<file path="config.mk">
export PLATFORM = sky130hd
export DESIGN_NAME = rxbuf_lock_ctrl
export DESIGN_NICKNAME = d
export VERILOG_FILES = /design/src/rtl/rxl_pkg.sv /design/src/rtl/rxl_addr_decode.sv /design/src/rtl/rxl_lock_track.sv /design/src/rtl/rxl_rx_arbiter.sv /design/src/rtl/rxl_buf_flags.sv /design/src/rtl/rxbuf_lock_ctrl.sv
export SDC_FILE = /design/constraint.sdc
export NUM_CORES = 1
export LEC_CHECK = 0
export BUFFER_PORTS_ARGS = -buffer_cell sky130_fd_sc_hd__buf_4
export CAP_MARGIN = 20
export CORE_MARGIN = 3
export CORE_UTILIZATION = 50
export DETAILED_ROUTE_END_ITERATION = 16
export GPL_TIMING_DRIVEN = 0
export PLACE_DENSITY = 0.78
export SLEW_MARGIN = 20
export SYNTH_ARGS = -nofsm -noshare
export SYNTH_HDL_FRONTEND = slang
export SYNTH_SLANG_ARGS = --single-unit
</file>
<file path="constraint.sdc">
create_clock -name clk -period 3.5 [get_ports clk]
set_input_delay 0.35 -clock clk [delete_from_list [all_inputs] [get_ports clk]]
set_output_delay 0.35 -clock clk [all_outputs]
set_load 0.05 [all_outputs]
</file>
<file path="src/rtl/rxl_pkg.sv">
`timescale 1ns/1ps
package rxl_pkg;

  typedef enum logic [1:0] {
    WK_CTRL  = 2'd0,
    WK_ID    = 2'd1,
    WK_DATA  = 2'd2,
    WK_STAMP = 2'd3
  } word_kind_e;

  // Classify a word offset within one buffer.
  function automatic word_kind_e kind_of(input int unsigned ofs, input int unsigned words);
    if (ofs == 0)               return WK_CTRL;
    else if (ofs == 1)          return WK_ID;
    else if (ofs == words - 1)  return WK_STAMP;
    else                        return WK_DATA;
  endfunction

endpackage

</file>
<file path="src/rtl/rxl_addr_decode.sv">
`timescale 1ns/1ps
module rxl_addr_decode #(
  parameter int NUM_BUF       = 16,
  parameter int WORDS_PER_BUF = 4,
  localparam int IDX_W  = $clog2(NUM_BUF),
  localparam int OFS_W  = $clog2(WORDS_PER_BUF),
  localparam int ADDR_W = IDX_W + OFS_W
) (
  input  logic [ADDR_W-1:0]       cpu_addr,
  output logic [IDX_W-1:0]        buf_idx,
  output rxl_pkg::word_kind_e     kind
);
  logic [OFS_W-1:0] ofs;

  assign buf_idx = cpu_addr[ADDR_W-1:OFS_W];
  assign ofs     = cpu_addr[OFS_W-1:0];

  always_comb begin
    kind = rxl_pkg::kind_of(int'(ofs), WORDS_PER_BUF);
  end
endmodule

</file>
<file path="src/rtl/rxl_lock_track.sv">
`timescale 1ns/1ps
module rxl_lock_track #(
  parameter int NUM_BUF = 16,
  localparam int IDX_W = $clog2(NUM_BUF)
) (
  input  logic             clk,
  input  logic             rst_n,
  input  logic             take,
  input  logic [IDX_W-1:0] take_idx,
  input  logic             rd_stamp,
  input  logic [IDX_W-1:0] cpu_buf,
  output logic             lock_valid,
  output logic [IDX_W-1:0] lock_idx,
  output logic             release_hit
);
  // Timestamp read only frees the lock when it targets the locked buffer.
  assign release_hit = rd_stamp && lock_valid && (cpu_buf == lock_idx);

  always_ff @(posedge clk) begin
    if (!rst_n) begin
      lock_valid <= 1'b0;
      lock_idx   <= '0;
    end else if (take) begin
      lock_valid <= 1'b1;
      lock_idx   <= take_idx;
    end else if (release_hit) begin
      lock_valid <= 1'b0;
    end
  end
endmodule

</file>
<file path="src/rtl/rxl_rx_arbiter.sv">
`timescale 1ns/1ps
module rxl_rx_arbiter #(
  parameter int NUM_BUF = 16,
  localparam int IDX_W = $clog2(NUM_BUF)
) (
  input  logic             clk,
  input  logic             rst_n,
  input  logic             rx_wr_active,
  input  logic [IDX_W-1:0] rx_wr_idx,
  input  logic             lock_valid,
  input  logic [IDX_W-1:0] lock_idx,
  input  logic             take,
  input  logic [IDX_W-1:0] take_idx,
  input  logic [IDX_W-1:0] cpu_buf,
  output logic             rx_wr_grant,
  output logic             busy_flag
);
  logic             ong_q;
  logic [IDX_W-1:0] ong_idx_q;
  logic             hits_lock;
  logic             hits_take;

  // A store already under way keeps its buffer reported as BUSY.
  assign busy_flag = ong_q && rx_wr_active && (rx_wr_idx == ong_idx_q)
                     && (cpu_buf == ong_idx_q);

  assign hits_lock   = lock_valid && (lock_idx == rx_wr_idx);
  assign hits_take   = take && (take_idx == rx_wr_idx);
  assign rx_wr_grant = rx_wr_active && !hits_lock && !hits_take;

  always_ff @(posedge clk) begin
    if (!rst_n) begin
      ong_q     <= 1'b0;
      ong_idx_q <= '0;
    end else begin
      ong_q     <= rx_wr_grant;
      ong_idx_q <= rx_wr_idx;
    end
  end
endmodule

</file>
<file path="src/rtl/rxl_buf_flags.sv">
`timescale 1ns/1ps
module rxl_buf_flags #(
  parameter int NUM_BUF = 16,
  localparam int IDX_W = $clog2(NUM_BUF)
) (
  input  logic               clk,
  input  logic               rst_n,
  input  logic               release_hit,
  input  logic [IDX_W-1:0]   lock_idx,
  input  logic               rx_wr_grant,
  input  logic [IDX_W-1:0]   rx_wr_idx,
  input  logic               wr_ctrl,
  input  logic [IDX_W-1:0]   cpu_buf,
  output logic [NUM_BUF-1:0] serviced,
  output logic [NUM_BUF-1:0] match_drop
);
  for (genvar i = 0; i < NUM_BUF; i++) begin : g_buf
    logic set_svc;
    logic clr_svc;
    assign set_svc = release_hit && (lock_idx == IDX_W'(i));
    assign clr_svc = rx_wr_grant && (rx_wr_idx == IDX_W'(i));

    always_ff @(posedge clk) begin
      if (!rst_n) begin
        serviced[i]   <= 1'b0;
        match_drop[i] <= 1'b0;
      end else begin
        if (clr_svc)      serviced[i] <= 1'b0;
        else if (set_svc) serviced[i] <= 1'b1;
        match_drop[i] <= wr_ctrl && (cpu_buf == IDX_W'(i));
      end
    end
  end
endmodule

</file>
<file path="src/rtl/rxbuf_lock_ctrl.sv">
`timescale 1ns/1ps
module rxbuf_lock_ctrl #(
  parameter int NUM_BUF       = 16,
  parameter int WORDS_PER_BUF = 4,
  localparam int IDX_W  = $clog2(NUM_BUF),
  localparam int OFS_W  = $clog2(WORDS_PER_BUF),
  localparam int ADDR_W = IDX_W + OFS_W
) (
  input  logic               clk,
  input  logic               rst_n,
  input  logic [ADDR_W-1:0]  cpu_addr,
  input  logic               cpu_rd,
  input  logic               cpu_wr,
  input  logic               rx_wr_active,
  input  logic [IDX_W-1:0]   rx_wr_idx,
  output logic               lock_valid,
  output logic [IDX_W-1:0]   lock_idx,
  output logic [NUM_BUF-1:0] serviced,
  output logic               busy_flag,
  output logic               rx_wr_grant,
  output logic [NUM_BUF-1:0] match_drop
);
  logic [IDX_W-1:0]    cpu_buf;
  rxl_pkg::word_kind_e kind;
  logic                take;
  logic                rd_stamp;
  logic                wr_ctrl;
  logic                release_hit;

  rxl_addr_decode #(.NUM_BUF(NUM_BUF), .WORDS_PER_BUF(WORDS_PER_BUF)) u_dec (
    .cpu_addr (cpu_addr),
    .buf_idx  (cpu_buf),
    .kind     (kind)
  );

  assign take     = cpu_rd && (kind == rxl_pkg::WK_CTRL) && !busy_flag;
  assign rd_stamp = cpu_rd && (kind == rxl_pkg::WK_STAMP);
  assign wr_ctrl  = cpu_wr && (kind == rxl_pkg::WK_CTRL);

  rxl_rx_arbiter #(.NUM_BUF(NUM_BUF)) u_arb (
    .clk          (clk),
    .rst_n        (rst_n),
    .rx_wr_active (rx_wr_active),
    .rx_wr_idx    (rx_wr_idx),
    .lock_valid   (lock_valid),
    .lock_idx     (lock_idx),
    .take         (take),
    .take_idx     (cpu_buf),
    .cpu_buf      (cpu_buf),
    .rx_wr_grant  (rx_wr_grant),
    .busy_flag    (busy_flag)
  );

  rxl_lock_track #(.NUM_BUF(NUM_BUF)) u_lock (
    .clk         (clk),
    .rst_n       (rst_n),
    .take        (take),
    .take_idx    (cpu_buf),
    .rd_stamp    (rd_stamp),
    .cpu_buf     (cpu_buf),
    .lock_valid  (lock_valid),
    .lock_idx    (lock_idx),
    .release_hit (release_hit)
  );

  rxl_buf_flags #(.NUM_BUF(NUM_BUF)) u_flags (
    .clk         (clk),
    .rst_n       (rst_n),
    .release_hit (release_hit),
    .lock_idx    (lock_idx),
    .rx_wr_grant (rx_wr_grant),
    .rx_wr_idx   (rx_wr_idx),
    .wr_ctrl     (wr_ctrl),
    .cpu_buf     (cpu_buf),
    .serviced    (serviced),
    .match_drop  (match_drop)
  );
endmodule

</file>
==> run summary, run 1 <==
IO Pins: 54
Critical Path Fanout Max: 10
Critical Path RT: 3.15 ns
Die Width: 65.1 um
Drt wl/cell: 14.2 um
Fraction of synthesis flops using an asynchronous set or reset pin: 0%
Most common cell in the netlist: dfxtp_1
Synthesized area per cell: 8.90 um2
DP Wirelength: 3160 um
CP Data Arrival Time: 2.26 ns
Seq cells post-synth: 42
CTS Buf Count: 5
Pwr Total: 835 uW
Via count: 1,636
Period minus WS final: 2.61 ns
Post-Route WL: 4210 um
Unrepaired setup endpoints after global routing: false
HP Class: input port to register
First drt pass iteration count: 4
Vias in the first global route: 1,513
Worst rel slew slack: 47.3%
Setup repair bufs after CTS: 0
Post-Synth Adder-Cell Area: 0%
Worst Max-Slew Pin Slew: 0.785 ns
Final worst-path cycle share: 74.6%
Gr ovfl total: 0
Status: finished clean
Synthesized area: 1740 um2
DR iter-0 viols: 88
Post-cts gate resize count: 0
Final setup margin: 0.889 ns
Initial core utilization: 54.9%
Register clock-pin slew on the reported worst setup and hold paths: 0.12 ns
Fin Hold WS: 0.335 ns
IO buf count: 49
Initial antenna violation count: 0
Synth Area in Simple Gates: 26.5%
Finished Core Util: 70.2%
Seq/Total Area, Yosys: 48.2%
Remaining DRCs: 0
Antenna Violating Nets Remaining: 0
Fin. Hold Viols: 0
Clock buffer depth: 2
Synth Flop Type: dfxtp_1
Root Buffer: clkbuf_4
Die Area: 4230 um2
Worst VDD drop: 231 uV
Cts-stage hold buffer count: 0
Dpl ws: 1.06 ns
FMAX: 383 MHz
Ys Warns: 0
Mapped Cells: 196
Setup crit end kind: primary output
CTS sink cnt: 42
Leak: 0.921 nW
Layout cells sized above 1: 26.9%
Clk_lat worst skew: 0.35 ns
Slew Limit Fails: 0
Die height: 65.1 um
H-tree depth: 2
Antenna Cells: 0
Synth top area share: 48.2%
TNS Setup: 0 ns
EDFF count, synth: 0
Post-synthesis mux area share: 0%
Yosys cell types: 30
GRT Util Overall: 21.6%
Compound-Gate Fraction of Synth Area: 15.6%
Largest net degree at the start of global routing: 14
Worst setup path category: register to primary output
GP Congestion: 0.839
Power density over cell area: 374 nW/um2
Top post-synthesis cells by area: dfxtp_1 (48%), nor2_1 (4.7%), a32oi_1 (4.5%), xnor2_1 (4.5%), nand2_1 (4.3%)
Commonest cells in the netlist: dfxtp_1 (42), nor2_1 (22), nand2_1 (20), a21oi_1 (12)
Syn_nets: 211
Synth area leader: dfxtp_1
Final setup fails: 0
Post-detailed-route via-to-cell ratio: 5.51
Startpoint types: register
Row count: 20
First-pass GRT wire length: 7070 um
Area growth syn-to-layout: 27.9%
Post-Synth XOR/XNOR Area: 6.03%
Layout Skew: 0.00771 ns
Core area: 3180 um2
Maximum Capacitance Violations: 0
Final #Nets: 267
CTS tree: built
Largest family of logic cells by synthesized area: simple AND/OR/NAND/NOR gates
==> state kept, by name, summed over array words and instances, names as in the netlist <==
register / cells
u_arb.ong_q: 1
u_lock.lock_valid: 1
u_flags.match_drop: 16
u_flags.serviced: 16
u_arb.ong_idx_q: 4
u_lock.lock_idx: 4
==> area by class of cell <==
cell class / instances / area [um2]
Fill cell: 273 / 947
Sequential cell: 42 / 841
Multi-Input combinational cell: 138 / 838
Timing Repair Buffer: 49 / 368
Buffer: 15 / 61.3
Tap cell: 44 / 55.1
Clock buffer: 6 / 51.3
Clock inverter: 2 / 12.5
Inverter: 1 / 3.75
==> final timing paths <==
| check | startpoint | end | slack [ns] | cells past startpoint |
|---|---|---|---|---|
| min | rst_n | u_lock.lock_idx[1]$_SDFFE_PN0P_ | 0.34 | 3 |
| max | u_lock.lock_idx[0]$_SDFFE_PN0P_ | rx_wr_grant | 0.89 | 5 |
| max reg2reg | u_arb.ong_idx_q[1]$_SDFF_PN0_ | u_flags.serviced[15]$_SDFFE_PP0P_ | 1.16 | 5 |
| min reg2reg | u_flags.serviced[11]$_SDFFE_PP0P_ | u_flags.serviced[11]$_SDFFE_PP0P_ | 0.46 | 2 |
==> through the flow <==
stage	instances	cell area, um2
2_1_floorplan	196	1740
3_3_place_gp	289	2170
3_5_place_dp	289	2170
4_1_cts	297	2230
5_1_grt	297	2230
6_report	297	2230
==> where the power goes <==
group	switching, mW	internal (mW)	total, mW
clock	0.154	0.0966	0.251
sequential	0.00346	0.484	0.487
combinational	0.0629	0.0346	0.0975
==> layout by cell type (no fill, tap or decap), drive strengths merged, types with 7 or more instances in the layout <==
cell,n
and2,7
clkbuf,17
nor2,22
xnor2,9
a32oi,9
dfxtp,42
a22oi,8
nand2,20
nand3,11
buf,53
a21oi,12
==> layer usage <==
| metal | track usage, % | vias up | wire length (um) |
|---|---|---|---|
| met4 | 9.07 | 0 | 102 |
| met3 | 3.99 | 12 | 322 |
| met5 | 0 | - | 0 |
| li1 | - | 813 | - |
| met1 | 29.1 | 741 | 1790 |
| met2 | 33.8 | 70 | 2000 |
==> logic make-up after synthesis <==
group / count (synthesis)
AOI/OAI and AO/OA: 37
DFF: 42
buffers and inverters: 16
and+or+nand+nor: 89
xor gates and xnor gates: 12
==> critical path: stages (launching register included) <==
cell and delay, ns:
dfxtp_1 0.36, clkbuf_1 0.36, xor2_1 0.16, o41ai_2 0.69, nor2_1 0.11, buf_4 0.23
No activity file was read; power rests on OpenSTA's default activity.
==> run 2, diff against run 1 <==
==> constraint.sdc (replaced) <==
create_clock -name clk -period 2.7 [get_ports clk]
set_input_delay 0.27 -clock clk [delete_from_list [all_inputs] [get_ports clk]]
set_output_delay 0.27 -clock clk [all_outputs]
set_load 0.05 [all_outputs]
==> run summary, run 2 (synthesis gave the netlist of run 1 again) <==
Status: finished clean
Metal2 WL: 1970 um
Pint: 798 uW
CP Data Arrival Time: 2.15 ns
Cts-stage hold buffer count: 0
Flop2flop setup slack: 0.33 ns
Met1 wire length: 1830 um
GRT Util Overall: 21.6%
FMAX: 413 MHz
Initial core utilization: 54.9%
Worst rel slew slack: 48.4%
Clk_lat worst skew: 0.36 ns
Reg2reg start: u_arb.ong_idx_q[1]$_SDFF_PN0_
Critical Path RT: 2.43 ns
Setup repair bufs after CTS: 0
CTS Buf Count: 5
Filler Cells Inserted: 269
IO buf count: 49
Clock network fraction of total power: 30.2%
Die Area: 4230 um2
Commonest non-fill, non-tap cells in the layout: buf_4 (49), dfxtp_1 (42), nor2_1 (22), nand2_1 (20), a21oi_1 (12)
Layout cells sized above 1: 26.9%
Critical Path Fanout Max: 10
TNS Setup: 0 ns
Hold Path Cell Cnt: 3
Worst VDD drop: 273 uV
Fin cells: 297
Gr ovfl total: 0
Antenna Cells: 0
Remaining DRCs: 0
Die height: 65.1 um
Switching share of total power: 26.8%
RR Endpoint: u_flags.serviced[15]$_SDFFE_PP0P_
Power density over cell area: 486 nW/um2
Antenna Violating Nets Remaining: 0
Cells after DPL: 289
Root Buffer: clkbuf_4
P_sw: 292 uW
Period minus WS final: 2.42 ns
Combinational share of power: 11.8%
First-pass GRT wire length: 7070 um
Startpoint types: register
FF-to-FF path depth: 5
Maximum Capacitance Violations: 0
Final setup fails: 0
Initial antenna violation count: 0
Post-Route WL: 4200 um
Die Width: 65.1 um
Setup crit end kind: primary output
Row count: 20
HP Class: input port to register
Slew Limit Fails: 0
Vias in the first global route: 1,513
DP Wirelength: 3160 um
GP Congestion: 0.839
Clock buffer depth: 2
Post-detailed-route via-to-cell ratio: 5.53
IO Pins: 54
Leak: 0.927 nW
First drt pass iteration count: 4
Fin. Hold Viols: 0
Max layer used: met4
Core area: 3180 um2
Worst Max-Slew Pin Slew: 0.769 ns
Biggest regs: u_flags.match_drop (16), u_flags.serviced (16)
Worst Hold End: u_lock.lock_idx[1]$_SDFFE_PN0P_
Via count: 1,642
Area growth syn-to-layout: 28.6%
Unrepaired setup endpoints after global routing: false
Drt wl/cell: 14.1 um
Sequential power share: 58.0%
DR iter-0 viols: 100
Largest net degree at the start of global routing: 14
Pwr Total: 1.09 mW
CTS sink cnt: 42
Routed length on met3: 297 um
Commonest non-fill, non-tap cell in the layout: buf_4
Layout Skew: 0.00855 ns
H-tree depth: 2
Register clock-pin slew on the reported worst setup and hold paths: 0.12 ns
Hold_sp: rst_n
CTS tree: built
Final #Nets: 267
Worst setup path category: register to primary output
Final worst-path cycle share: 89.7%
-- run 2: cell types whose count changed in the layout (fill, tap and decap cells not counted) --
cell and delta:
o41ai_4 +1, o41ai_2 -1
-- run 2: per-layer routing --
metal	vias up	track usage [%]
met1	746	29.1
met2	70	33.8
met4	0	9.07
li1	813	-
met5	-	0
met3	13	3.99
-- run 2: critical path, cell delays in order, from the launching register on --
cell and delay (ns):
dfxtp_1 0.36, clkbuf_1 0.37, xor2_1 0.19, o41ai_4 0.55, nor2_1 0.10, buf_4 0.23
-- run 2: worst max path at each step --
| stage | startpoint | slack (ns) | end | depth (start not counted) |
|---|---|---|---|---|
| 2_1_floorplan | u_lock.lock_idx[0]$_SDFFE_PN0P_ | 0.29 | u_arb.ong_q$_SDFF_PN0_ | 5 |
| 3_3_place_gp | cpu_addr[3] | 0.39 | u_flags.serviced[13]$_SDFFE_PP0P_ | 6 |
| 3_5_place_dp | cpu_addr[3] | 0.35 | u_flags.serviced[15]$_SDFFE_PP0P_ | 6 |
| 4_1_cts | u_lock.lock_idx[0]$_SDFFE_PN0P_ | 0.17 | rx_wr_grant | 5 |
| 5_1_grt | u_arb.ong_idx_q[1]$_SDFF_PN0_ | 0.11 | rx_wr_grant | 5 |
| 6_report | u_lock.lock_idx[0]$_SDFFE_PN0P_ | 0.28 | rx_wr_grant | 5 |
-- run 2: timing repair --
action	in CTS	in global routing
endpoints found under the setup margin	0	1
resized for setup	0	1
hold endpoints to repair	0	0
-- run 2: power by group through the flow --
stage,Sequential (mW),Combinational (mW),Clock [mW]
floorplan,0.657,0.0735,0
global route,0.633,0.141,0.367
CTS,0.632,0.125,0.331
global placement,0.645,0.123,0
detailed placement,0.646,0.125,0
finish,0.632,0.129,0.329
-- run 2: area by class of cell --
cell class,count,area [um2],area share [%]
inverter,1,3.75,0.167
multi-input combinational,138,850,37.9
tap,44,55.1,2.46
clock buffer,6,51.3,2.29
timing repair buffer,49,368,16.4
clock inverter,2,12.5,0.558
buffer,15,61.3,2.73
sequential,42,841,37.5
-- run 2: per-stage QoR --
step           util (%)  setup slack (ns)  cell area, um2  hold WS, ns
2_1_floorplan         -             0.294            1740        0.442
3_3_place_gp       68.2             0.391            2170        0.442
3_5_place_dp       68.2             0.346            2170        0.443
4_1_cts            70.2             0.171            2230        0.250
5_1_grt            70.6             0.109            2240        0.261
6_report           70.6             0.277            2240        0.251
==> run 3, diff against run 2 <==
--- a/config.mk
+++ b/config.mk
@@ -8,10 +8,10 @@
 export BUFFER_PORTS_ARGS = -buffer_cell sky130_fd_sc_hd__buf_4
 export CAP_MARGIN = 20
 export CORE_MARGIN = 3
-export CORE_UTILIZATION = 50
+export CORE_UTILIZATION = 35
 export DETAILED_ROUTE_END_ITERATION = 16
 export GPL_TIMING_DRIVEN = 0
-export PLACE_DENSITY = 0.78
+export REMOVE_ABC_BUFFERS = 1
 export SLEW_MARGIN = 20
 export SYNTH_ARGS = -nofsm -noshare
 export SYNTH_HDL_FRONTEND = slang
==> run summary, run 3 (synthesis gave the netlist of run 1 again) <==
Startpoint of the worst setup timing path: u_arb.ong_idx_q[1]$_SDFF_PN0_
Initial antenna violation count: 0
Critical Path RT: 2.43 ns
Slew Limit Fails: 0
Status: finished clean
Hold Path Cell Cnt: 2
Layout Skew: 0.00637 ns
HP Class: input port to register
First-pass GRT wire length: 6890 um
Final #Nets: 256
Commonest non-fill, non-tap cell in the layout: buf_4
Vias in the first global route: 1,347
Setup repair bufs after CTS: 0
Worst rel slew slack: 42.3%
Unrepaired setup endpoints after global routing: false
FMAX: 414 MHz
DP Wirelength: 3110 um
CP max-delay cell: a222oi_1
Power density over cell area: 520 nW/um2
GP Congestion: 0.791
Remaining DRCs: 0
IO buf count: 53
Clock buffer depth: 2
Die Width: 76.6 um
Gr ovfl total: 0
Startpoint types: register
Root Buffer: clkbuf_8
CP Data Arrival Time: 2.15 ns
Maximum Capacitance Violations: 0
Clk_lat worst skew: 0.29 ns
CP peak stage delay: 0.47 ns
Via count: 1,513
Initial core utilization: 36.7%
DR iter-0 viols: 161
Biggest regs: u_flags.match_drop (16), u_flags.serviced (16)
Period minus WS final: 2.42 ns
CTS tree: built
Worst Hold End: u_flags.match_drop[4]$_SDFF_PN0_
Drt wl/cell: 14.2 um
RR Endpoint: u_flags.serviced[13]$_SDFFE_PP0P_
Fin cells: 309
TNS Setup: 0 ns
Leak: 0.926 nW
Worst Max-Slew Pin Slew: 0.860 ns
Area growth syn-to-layout: 29.3%
Fin Hold WS: 0.262 ns
Hold_sp: cpu_addr[2]
Antenna Cells: 0
Antenna Violating Nets Remaining: 0
Flop2flop setup slack: 0.36 ns
Row count: 25
Cts-stage hold buffer count: 0
H-tree depth: 2
Post-detailed-route via-to-cell ratio: 4.90
Core area: 4750 um2
CTS Buf Count: 5
Commonest non-fill, non-tap cells in the layout: buf_4 (53), dfxtp_1 (42), nor2_1 (22), nand2_1 (20), a21oi_1 (12)
Worst setup path category: register to primary output
Critical Path Fanout Max: 5
Die height: 76.6 um
Reg2reg start: u_arb.ong_idx_q[1]$_SDFF_PN0_
Setup crit end kind: primary output
FF-to-FF path depth: 5
Largest net degree at the start of global routing: 35
Layout cells sized above 1: 27.7%
GRT Util Overall: 14.9%
Final worst-path cycle share: 89.5%
Fin. Hold Viols: 0
Die Area: 5870 um2
Final setup fails: 0
Post-Route WL: 4390 um
Register clock-pin slew on the reported worst setup and hold paths: 0.08 ns
Post-cts gate resize count: 0
Worst VDD drop: 284 uV
IO Pins: 54
First drt pass iteration count: 4
Pwr Total: 1.17 mW
Worst-path cell chain: or3_1 -> a222oi_1 -> a211oi_1 -> nor2_1 -> buf_4
CTS sink cnt: 42
Cells after DPL: 301
run 3: through the flow:
step	setup slack (ns)	area [um2]	util, %
3_5_place_dp	0.158	2160	45.5
2_1_floorplan	0.420	1680	-
3_3_place_gp	0.222	2160	45.5
4_1_cts	0.274	2260	47.4
5_1_grt	0.132	2260	47.4
6_report	0.283	2260	47.4
run 3: area by class of cell:
type,instances,area (um2)
clock buffer,7,86.3
tap,67,83.8
multi-input combinational,138,838
sequential,42,841
timing repair buffer,53,398
clock inverter,1,5.00
fill,485,2500
inverter,1,3.75
run 3: per-layer routing:
layer | GRT usage [%] | share of wire [%] | vias up
met2 | 21.4 | 45 | 28
met4 | 7.07 | 1.9 | 0
met3 | 3.43 | 3.8 | 6
met5 | 0 | 0 | -
met1 | 20.8 | 50 | 697
li1 | - | - | 782
run 3: worst max path at each step:
stage,end,slack [ns]
2_1_floorplan,u_arb.ong_q$_SDFF_PN0_,0.42
3_3_place_gp,u_flags.serviced[15]$_SDFFE_PP0P_,0.22
3_5_place_dp,u_flags.serviced[13]$_SDFFE_PP0P_,0.16
4_1_cts,rx_wr_grant,0.27
5_1_grt,rx_wr_grant,0.13
6_report,rx_wr_grant,0.28
run 3: worst max-delay path: cells and delay by family (launching register included):
family	cells	cell delay [ns]
AO/OA/AOI/OAI	2	0.76
AND/OR/NAND/NOR	2	0.56
flip-flops	1	0.31
buffers and inverters	1	0.22
run 3: report_power, final:
part / total [mW] / internal [mW] / switching, mW
clock: 0.417 / 0.206 / 0.211
sequential: 0.634 / 0.627 / 0.00750
combinational: 0.121 / 0.0444 / 0.0771
total: 1.17 / 0.877 / 0.296
